**src/rtl/mdu_pkg.sv**
```systemverilog
package mdu_pkg;

  typedef enum logic [1:0] {
    OP_MULS = 2'd0,
    OP_MULU = 2'd1,
    OP_DIVS = 2'd2,
    OP_DIVU = 2'd3
  } mdu_op_e;

  // Strobes passed from control to datapath
  typedef struct packed {
    logic load;    // capture operands, initialise working register
    logic step;    // one shift/add or shift/subtract iteration
    logic finish;  // sign fix-up and write of the result words
  } mdu_strobe_t;

endpackage

```
**src/rtl/mdu_ctrl.sv**
```systemverilog
module mdu_ctrl
  import mdu_pkg::*;
#(
  parameter int unsigned STEPS = 32
) (
  input  logic        clk,
  input  logic        rstN,
  input  logic        startIn,
  output mdu_strobe_t strobe,
  output logic        busy,
  output logic        done
);

  localparam int unsigned CW = (STEPS > 1) ? $clog2(STEPS) : 1;
  localparam logic [CW-1:0] LAST = CW'(STEPS - 1);

  typedef enum logic [1:0] {S_IDLE, S_RUN, S_FIN} state_e;

  state_e        state;
  logic [CW-1:0] stepCnt;

  always_comb begin
    strobe.load   = (state == S_IDLE) && startIn;
    strobe.step   = (state == S_RUN);
    strobe.finish = (state == S_FIN);
  end

  assign busy = (state != S_IDLE);

  always_ff @(posedge clk or negedge rstN) begin
    if (!rstN) begin
      state   <= S_IDLE;
      stepCnt <= '0;
      done    <= 1'b0;
    end else begin
      done <= strobe.finish;
      unique case (state)
        S_IDLE: if (startIn) begin
          state   <= S_RUN;
          stepCnt <= '0;
        end
        S_RUN: begin
          stepCnt <= stepCnt + 1'b1;
          if (stepCnt == LAST) state <= S_FIN;
        end
        S_FIN:   state <= S_IDLE;
        default: state <= S_IDLE;
      endcase
    end
  end

  // completion is a single-cycle pulse
  p_done_pulse_r7: assert property (@(posedge clk) disable iff (!rstN)
    done |=> !done);

  // done never overlaps an operation in progress
  p_done_excl_r10: assert property (@(posedge clk) disable iff (!rstN)
    done |-> !busy);

  // a start seen mid-run does not restart or abort the run
  p_ignore_start_r8: assert property (@(posedge clk) disable iff (!rstN)
    (state == S_RUN && startIn) |=> (state != S_IDLE) && (stepCnt != '0 || state == S_FIN));

  // iterations end exactly at the configured count
  p_run_len_r7: assert property (@(posedge clk) disable iff (!rstN)
    (state == S_RUN && stepCnt == LAST) |=> strobe.finish);

endmodule

```
**src/rtl/mdu_datapath.sv**
```systemverilog
module mdu_datapath
  import mdu_pkg::*;
#(
  parameter int unsigned W = 32
) (
  input  logic        clk,
  input  logic        rstN,
  input  mdu_strobe_t strobe,
  input  logic [1:0]  opIn,
  input  logic [W-1:0] opA,
  input  logic [W-1:0] opB,
  output logic [W-1:0] hiOut,
  output logic [W-1:0] loOut
);

  localparam int unsigned W2 = 2 * W;

  // working state
  logic [W2-1:0] acc;       // shared product / remainder:quotient register
  logic [W-1:0]  mcand;     // multiplicand or divisor magnitude
  logic [W-1:0]  dividendRaw;
  logic          isDiv, negHi, negLo, divZero;
  logic [W-1:0]  hiReg, loReg;

  // operand conditioning
  mdu_op_e       opSel;
  logic          isSigned, sgnA, sgnB;
  logic [W-1:0]  magA, magB;

  always_comb begin
    opSel    = mdu_op_e'(opIn);
    isSigned = (opSel == OP_MULS) || (opSel == OP_DIVS);
    sgnA     = isSigned & opA[W-1];
    sgnB     = isSigned & opB[W-1];
    magA     = sgnA ? (~opA + 1'b1) : opA;
    magB     = sgnB ? (~opB + 1'b1) : opB;
  end

  // one multiply iteration: conditional add on the left half, carry kept
  logic [W:0]    mulSum;
  logic [W2-1:0] mulNext;
  // one restoring-divide iteration on the left half
  logic [W:0]    divTop, divDiff;
  logic          divFits;
  logic [W2-1:0] divNext;

  always_comb begin
    mulSum  = {1'b0, acc[W2-1:W]} + {1'b0, mcand};
    mulNext = acc[0] ? {mulSum, acc[W-1:1]} : {1'b0, acc[W2-1:1]};

    divTop  = acc[W2-1:W-1];
    divDiff = divTop - {1'b0, mcand};
    divFits = (divTop >= {1'b0, mcand});
    divNext = divFits ? {divDiff[W-1:0], acc[W-2:0], 1'b1}
                      : {acc[W2-2:0], 1'b0};
  end

  // sign fix-up of the finished magnitudes
  logic [W2-1:0] prodFinal;
  logic [W-1:0]  quotFinal, remFinal;

  always_comb begin
    prodFinal = negHi ? (~acc + 1'b1) : acc;
    quotFinal = divZero ? '1
              : (negLo ? (~acc[W-1:0] + 1'b1) : acc[W-1:0]);
    remFinal  = divZero ? dividendRaw
              : (negHi ? (~acc[W2-1:W] + 1'b1) : acc[W2-1:W]);
  end

  always_ff @(posedge clk or negedge rstN) begin
    if (!rstN) begin
      acc         <= '0;
      mcand       <= '0;
      dividendRaw <= '0;
      isDiv       <= 1'b0;
      negHi       <= 1'b0;
      negLo       <= 1'b0;
      divZero     <= 1'b0;
      hiReg       <= '0;
      loReg       <= '0;
    end else begin
      if (strobe.load) begin
        isDiv       <= (opSel == OP_DIVS) || (opSel == OP_DIVU);
        dividendRaw <= opA;
        divZero     <= (opB == '0);
        if ((opSel == OP_DIVS) || (opSel == OP_DIVU)) begin
          acc   <= {{W{1'b0}}, magA};
          mcand <= magB;
          negLo <= sgnA ^ sgnB;
          negHi <= sgnA;
        end else begin
          acc   <= {{W{1'b0}}, magB};
          mcand <= magA;
          negLo <= sgnA ^ sgnB;
          negHi <= sgnA ^ sgnB;
        end
      end else if (strobe.step) begin
        acc <= isDiv ? divNext : mulNext;
      end
      if (strobe.finish) begin
        if (isDiv) begin
          hiReg <= remFinal;
          loReg <= quotFinal;
        end else begin
          hiReg <= prodFinal[W2-1:W];
          loReg <= prodFinal[W-1:0];
        end
      end
    end
  end

  assign hiOut = hiReg;
  assign loOut = loReg;

  // result words move only when control signals completion
  p_hilo_hold_r9: assert property (@(posedge clk) disable iff (!rstN)
    !strobe.finish |=> $stable(hiReg) && $stable(loReg));

  // partial remainder stays below the divisor after every step
  p_rem_bound_r4: assert property (@(posedge clk) disable iff (!rstN)
    (strobe.step && isDiv && mcand != '0) |=> (acc[W2-1:W] < mcand));

  // captured operand is held for the whole run
  p_mcand_hold_r8: assert property (@(posedge clk) disable iff (!rstN)
    strobe.step |=> $stable(mcand));

  // a fresh load starts with an empty left half
  p_load_clear_r2: assert property (@(posedge clk) disable iff (!rstN)
    strobe.load |=> (acc[W2-1:W] == '0));

endmodule

```
**src/rtl/mdu_iter.sv**
```systemverilog
module mdu_iter
  import mdu_pkg::*;
#(
  parameter int unsigned W = 32
) (
  input  logic         clk,
  input  logic         rstN,
  input  logic         startIn,
  input  logic [1:0]   opIn,
  input  logic [W-1:0] opA,
  input  logic [W-1:0] opB,
  output logic         busyOut,
  output logic         doneOut,
  output logic [W-1:0] hiOut,
  output logic [W-1:0] loOut
);

  mdu_strobe_t strobe;

  mdu_ctrl #(.STEPS(W)) u_ctrl (
    .clk     (clk),
    .rstN    (rstN),
    .startIn (startIn),
    .strobe  (strobe),
    .busy    (busyOut),
    .done    (doneOut)
  );

  mdu_datapath #(.W(W)) u_dp (
    .clk    (clk),
    .rstN   (rstN),
    .strobe (strobe),
    .opIn   (opIn),
    .opA    (opA),
    .opB    (opB),
    .hiOut  (hiOut),
    .loOut  (loOut)
  );

endmodule

```
**config.mk**
```make
export PLATFORM = sky130hd
export DESIGN_NAME = mdu_iter
export DESIGN_NICKNAME = d
export VERILOG_FILES = /design/src/rtl/mdu_pkg.sv /design/src/rtl/mdu_ctrl.sv /design/src/rtl/mdu_datapath.sv /design/src/rtl/mdu_iter.sv
export SDC_FILE = /design/constraint.sdc
export NUM_CORES = 1
export LEC_CHECK = 0
export ABC_CLOCK_PERIOD_IN_PS = 3500
export BUFFER_PORTS_ARGS = -buffer_cell sky130_fd_sc_hd__buf_4
export CAP_MARGIN = 20
export CORE_MARGIN = 1
export CORE_UTILIZATION = 35
export CTS_BUF_LIST = sky130_fd_sc_hd__clkbuf_16
export DETAILED_ROUTE_END_ITERATION = 6
export GPL_TIMING_DRIVEN = 0
export REMOVE_ABC_BUFFERS = 1
export SYNTH_ARGS = -nofsm -noshare
export SYNTH_HDL_FRONTEND = slang
export SYNTH_SLANG_ARGS = --single-unit
```
**constraint.sdc**
```tcl
create_clock -name clk -period 3.5 [get_ports clk]
set_clock_uncertainty 0.1 [all_clocks]
set_input_delay 0.7 -clock clk [delete_from_list [all_inputs] [get_ports clk]]
set_output_delay 0.7 -clock clk [all_outputs]
set_load 0.005 [all_outputs]
```
After elaboration in Yosys (flattened, before gate mapping)
Index checks and enable logic that the tools add are counted.
- add/sub/neg operators: 8
- $lt $le $gt $ge: 1
- equality and inequality tests: 7
- mux-type cells: 22
- bitwise operators: 8
- reduce and logical (&&, ||, !) cells: 11
- operators with widths (operator ; count):
    64-bit two-way mux ; 6
    32-bit two-way mux ; 10
    32-bit by 1-bit adder with 32-bit output (second input constant) ; 4
    32-bit NOT ; 4
    64-bit by 1-bit adder with 64-bit output (second input constant) ; 1
    64-bit NOT ; 1
    32-bit by 32-bit adder with 33-bit output ; 1
    33-bit by 32-bit >= comparator with 1-bit output ; 1
    32-bit zero test ; 1
    32-bit subtractor ; 1
    5-bit case mux with 2 select lines ; 1
    2-bit == test (second input constant) ; 3
    2-bit nonzero test ; 3
    5-bit by 1-bit adder with 5-bit output (second input constant) ; 1
    5-bit == test (second input constant) ; 1
    5-bit two-way mux ; 1
    2-bit zero test ; 2
    2-bit two-way mux ; 2
    2-bit case mux with 2 select lines ; 1
    2-bit AND reduction ; 2
    1-bit AND ; 2
    2-bit by 1-bit == test with 1-bit output (second input constant) ; 1
    1-bit logical OR ; 2
    2-bit by 1-bit inequality test with 1-bit output (second input constant) ; 1
    4 further kinds ; 4
- flip-flop bits (word level): 204
- bits of input ports: 69
- output and inout bits: 66
- word-level logic and storage cells: 69

Logic depth before layout (Yosys ltp)
- depth in word-level cells: 6
- mapped depth: 15

Modules after synthesis
From an unflattened synthesis, not the netlist that was laid out.
- cells, all modules: 2181
- area total of the unflattened synthesis: 17325.4 um^2
- modules (own cells, without submodules) (module ; instances ; cells an instance ; area each (um^2)):
    mdu_datapath ; 1 ; 2148 ; 16946.3
    mdu_ctrl ; 1 ; 33 ; 379.1

Least setup slack after synthesis
Ideal clock, no wire load.
- path kind: register to register
- start: reg u_dp.acc[0]
- end: reg u_dp.hiReg[18], in the netlist u_dp.hiOut[18]
- data arrival time: 3.406 ns
- required time: 3.267 ns
- setup slack: -0.140 ns
- stages on the path, launching flop included: 15
- clock period less this slack: 3.640 ns
- cells stage by stage: dfrtp_1 > clkinv_1 > clkbuf_1 > ha_1 > or3b_2 > or4_1 > and4b_1 > buf_2 > nand2_1 > o31ai_1 > nand2_1 > xnor2_1 > nor2_1 > a21oi_1 > o21ai_0
- longest elaborated chain between the ends: 4
- RTL lines (what ; line ; source):
    from (decl) ; mdu_datapath.sv:19 ; logic [W2-1:0] acc;
    from (signal assigned) ; mdu_datapath.sv:87 ; acc <= {{W{1'b0}}, magA};
    from (signal assigned) ; mdu_datapath.sv:92 ; acc <= {{W{1'b0}}, magB};
    from (signal assigned) ; mdu_datapath.sv:98 ; acc <= isDiv ? divNext : mulNext;
    64-bit NOT ; mdu_datapath.sv:63 ; prodFinal = negHi ? (~acc + 1'b1) : acc;
    64-bit by 1-bit adder with 64-bit output ; mdu_datapath.sv:63 ;
    64-bit two-way mux ; mdu_datapath.sv:63 ;
    32-bit two-way mux ; mdu_datapath.sv:101 ; if (isDiv) begin
    to (signal assigned) ; mdu_datapath.sv:102 ; hiReg <= remFinal;
    to (signal assigned) ; mdu_datapath.sv:105 ; hiReg <= prodFinal[W2-1:W];
    to (decl) ; mdu_datapath.sv:23 ; logic [W-1:0] hiReg, loReg;
Every way passes these cells.
A chain may end at the register's enable or synchronous reset.

Worst setup path after layout
- start: reg u_dp.acc[36]
- end: reg u_dp.hiReg[15], in the netlist u_dp.hiOut[15]
- longest elaborated chain between the ends: 5
- RTL lines (what ; line ; source):
    32-bit NOT ; mdu_datapath.sv:67 ; : (negHi ? (~acc[W2-1:W] + 1'b1) : acc[W2-1:W]);
    32-bit by 1-bit adder with 32-bit output ; mdu_datapath.sv:67 ;
    32-bit two-way mux ; mdu_datapath.sv:67 ;
    32-bit two-way mux ; mdu_datapath.sv:66 ; remFinal = divZero ? dividendRaw
    32-bit two-way mux * ; mdu_datapath.sv:101 ;
Mark *: on every way between the ends. The rest lies on a longest branch, timed or not.

==> flow_summary.ini <==
[synth]
synth_edf_count = 0
synth_cell_types = 82
synthFlopType = dfrtp_1
syn_inst = 2264
synth_commonest_cells = nand2_1, o21ai_0, dfrtp_1
yosysTopAreaCell = dfrtp_1
yosysSeqAreaShare = 0.300
synth_top_area_frac = 0.300
synth_seq_cells = 204
syn-cell-area_mm2 = 0.0170
synthArstFlopShare = 1.00
avgSynthCellArea_um2 = 7.52
yosys-top-cells-area = dfrtp_1, nand2_1, o21ai_0
synth.most_common_cell = nand2_1
synth.yosys.warnings = 0

[global_routing]
grt.busiest_layer = met2
grt_usage = 0.237
grtUsageMet2 = 0.368
grt_start_max_net_pins = 106
grt_antenna_before_repair = 2
grt_remaining_overflow = 0
met3_usage = 0.0368
grt_util_met1 = 0.340
grt_pass1_wl_um = 93100
grt_pass1_vias = 15900

[run_status]
outcome = finished, final reports clean

[timing]
hold_slack_ns = 0.106
hold_viol_final = 0
max_freq_mhz = 294
setup_violations = 0
layout_setup_ws_ns = 0.104
tightest_slew_ns = 1.06
slew_headroom = 0.285
maxSlewViolCount = 0
tns_ns = 0
rsz0062_at_grt = true
layout_min_cycle_time_ns = 3.40
fin_crit_sh = 0.970

[power]
p_per_area_mw_per_mm2 = 1070
leakage_nw = 8.50
vdd_drop_max_v = 0.000409

[detailed_routing]
drc = 0
vias = 17100
drtIter0Drc = 1561
ant_nets = 0
first_pass_iters = 5
wl_um = 59300
via_per_inst = 5.83
wl_per_cell_um = 20.3

[setup_path]
worstPathRequired_ns = 3.82
crit_end = u_dp.hiOut[15]$_DFFE_PN0P_
critPathTopFamily = simple AND/OR/NAND/NOR gates
cp.depth = 10
cp_common_cell = or4_4
rrSetupSlack_ns = 0.10
critPathMaxStageDelay_ns = 0.53
cp_cell_sequence = nor3_4, nand3_2, or3_1, or4_4, or4_4, or2_4, nand2_1, xnor2_1, o21ai_1, o21ai_0
reg2reg_to = u_dp.hiOut[15]$_DFFE_PN0P_
cp-startpoint = u_dp.acc[36]$_DFFE_PN0P_
crit_path_end_kind = flip-flop
critPathArrivalTime_ns = 3.72
path_max_fanout = 7
criticalPathCategory = reg -> reg
startpoint_type = flip-flop
r2r-start = u_dp.acc[36]$_DFFE_PN0P_
rr_worst_depth = 10
critPathBufInv = 0
cpMaxStageDelayCell = or4_4

[clock_network]
numCtsBuffers = 25
clk_pin_slew_worst_paths_ns = 0.06
cts_sinks = 204
postCtsHoldBufs = 0
cts-root-buf = clkbuf_16
tritoncts = yes
cts_buffer_depth = 3
insertion_delay_ns = 0.54
htreeDepth = 1

[finish]
nNetsFinal = 2437
n_fill_cell = 4940
synthToLayoutAreaGrowth_pct = 16.7
post-route-util = 0.415
drive_above_1_share = 0.140
stdcell_area_mm2 = 0.0199
diodes = 0

[place]
pre_cts_slack_ns = -1.38
place.gp.congestion = 0.910
dp_hpwl_um = 43500
place_area_mm2 = 0.0185
io_buffers = 134

[die]
dieArea_mm2 = 0.0495
core_area_mm2 = 0.0478
die_w_um = 223
placementRows = 80
io_pins = 135
die_h_um = 223
initial_core_util = 0.356

[worst_hold_path]
hold_path.class = in -> async

[job]
max_cap_viol_count = 0
## worst min path at each step
| stage | startpoint | endpoint | slack [ns] | cells past startpoint |
|---|---|---|---|---|
| floorplan | rstN | u_ctrl.done$_DFF_PN0_ | 0.30 | 0 |
| global placement | u_dp.dividendRaw[22]$_DFFE_PN0P_ | u_dp.dividendRaw[22]$_DFFE_PN0P_ | 0.36 | 2 |
| detailed placement | u_dp.dividendRaw[22]$_DFFE_PN0P_ | u_dp.dividendRaw[22]$_DFFE_PN0P_ | 0.36 | 2 |
| CTS | rstN | u_dp.acc[37]$_DFFE_PN0P_ | 0.17 | 1 |
| global route | rstN | u_dp.acc[37]$_DFFE_PN0P_ | 0.20 | 1 |
| finish | rstN | u_dp.acc[37]$_DFFE_PN0P_ | 0.11 | 1 |
## metal layers
| layer | up-vias | share of wire |
|---|---|---|
| met3 | 90 | 0.072 |
| met1 | 8253 | 0.46 |
| met4 | 2 | 0.029 |
| met2 | 649 | 0.44 |
| met5 | - | 0.00022 |
| li1 | 8073 | - |
## where the power goes
part           total [mW]  switching, mW  internal, mW
combinational        13.9           7.98          5.94
clock                2.51           1.08          1.43
sequential           4.83           1.58          3.25
## cells by family (layout without fill, tap and decap cells)
| group | Yosys count | in the layout | share of synthesized area |
|---|---|---|---|
| AO/OA/AOI/OAI | 710 | 710 | 0.249 |
| XOR/XNOR | 159 | 159 | 0.0818 |
| adder cells (fa/ha/maj) | 72 | 72 | 0.0538 |
| buffers and inverters | 238 | 286 | 0.0544 |
| flip-flops | 204 | 204 | 0.300 |
| multiplexers | 86 | 86 | 0.0513 |
| AND/OR/NAND/NOR | 795 | 795 | 0.210 |
## cell usage in the layout (no fill, tap or decap), types with 7 or more instances in the layout
cell and n:
nand4_1 19, and2_1 14, o31ai_1 18, inv_1 74
clkbuf_16 25, nor4_1 13, nor3_1 37, ha_1 58
or3_1 12, o21a_1 7, xor2_1 57, or2_2 10
a21boi_0 7, nand2_1 361, mux2i_1 76, nand2b_1 16
nor2_1 175, nand3_1 56, o21ai_2 7, mux2_2 10
a21oi_1 190, o21ai_1 17, a21o_1 26, o21ai_0 245
o22ai_1 16, o211ai_1 49, and3_1 7, dfrtp_2 17
or4_1 9, a211oi_1 23, nor2b_1 22, a22o_1 7
a31oi_1 16, dfrtp_1 186, ha_4 7, xnor2_1 101
buf_4 156
## registers in the layout, indices dropped and copies added, names as in the netlist
| name | cells |
|---|---|
| u_dp.negHi | 1 |
| u_dp.dividendRaw | 32 |
| u_dp.hiOut | 32 |
| u_dp.divZero | 1 |
| u_ctrl.done | 1 |
| u_dp.isDiv | 1 |
| u_ctrl.stepCnt | 5 |
| u_dp.acc | 64 |
| u_dp.negLo | 1 |
| u_dp.loOut | 32 |
| u_ctrl.state | 2 |
| u_dp.mcand | 32 |
## area by class of cell
cell class | instances | area [µm²] | share of cell area
Timing Repair Buffer | 172 | 1510 | 0.0758
Multi-Input combinational cell | 1822 | 11400 | 0.575
Inverter | 71 | 283 | 0.0142
Clock inverter | 18 | 128 | 0.00642
Sequential cell | 204 | 5130 | 0.258
Tap cell | 615 | 769 | 0.0387
Clock buffer | 25 | 626 | 0.0315
## timing repair
action	in CTS	in global routing
setup endpoints to repair	70	52
pin swaps	6	10
resized for setup	49	60
setup buffers	15	9
## per-stage QoR
step	instances	total power, mW
global placement	2846	17.1
detailed placement	2858	17.7
global route	2927	23.0
CTS	2916	20.6
floorplan	2097	13.8
finish	2927	21.3
No activity file was read; power rests on OpenSTA's default activity.
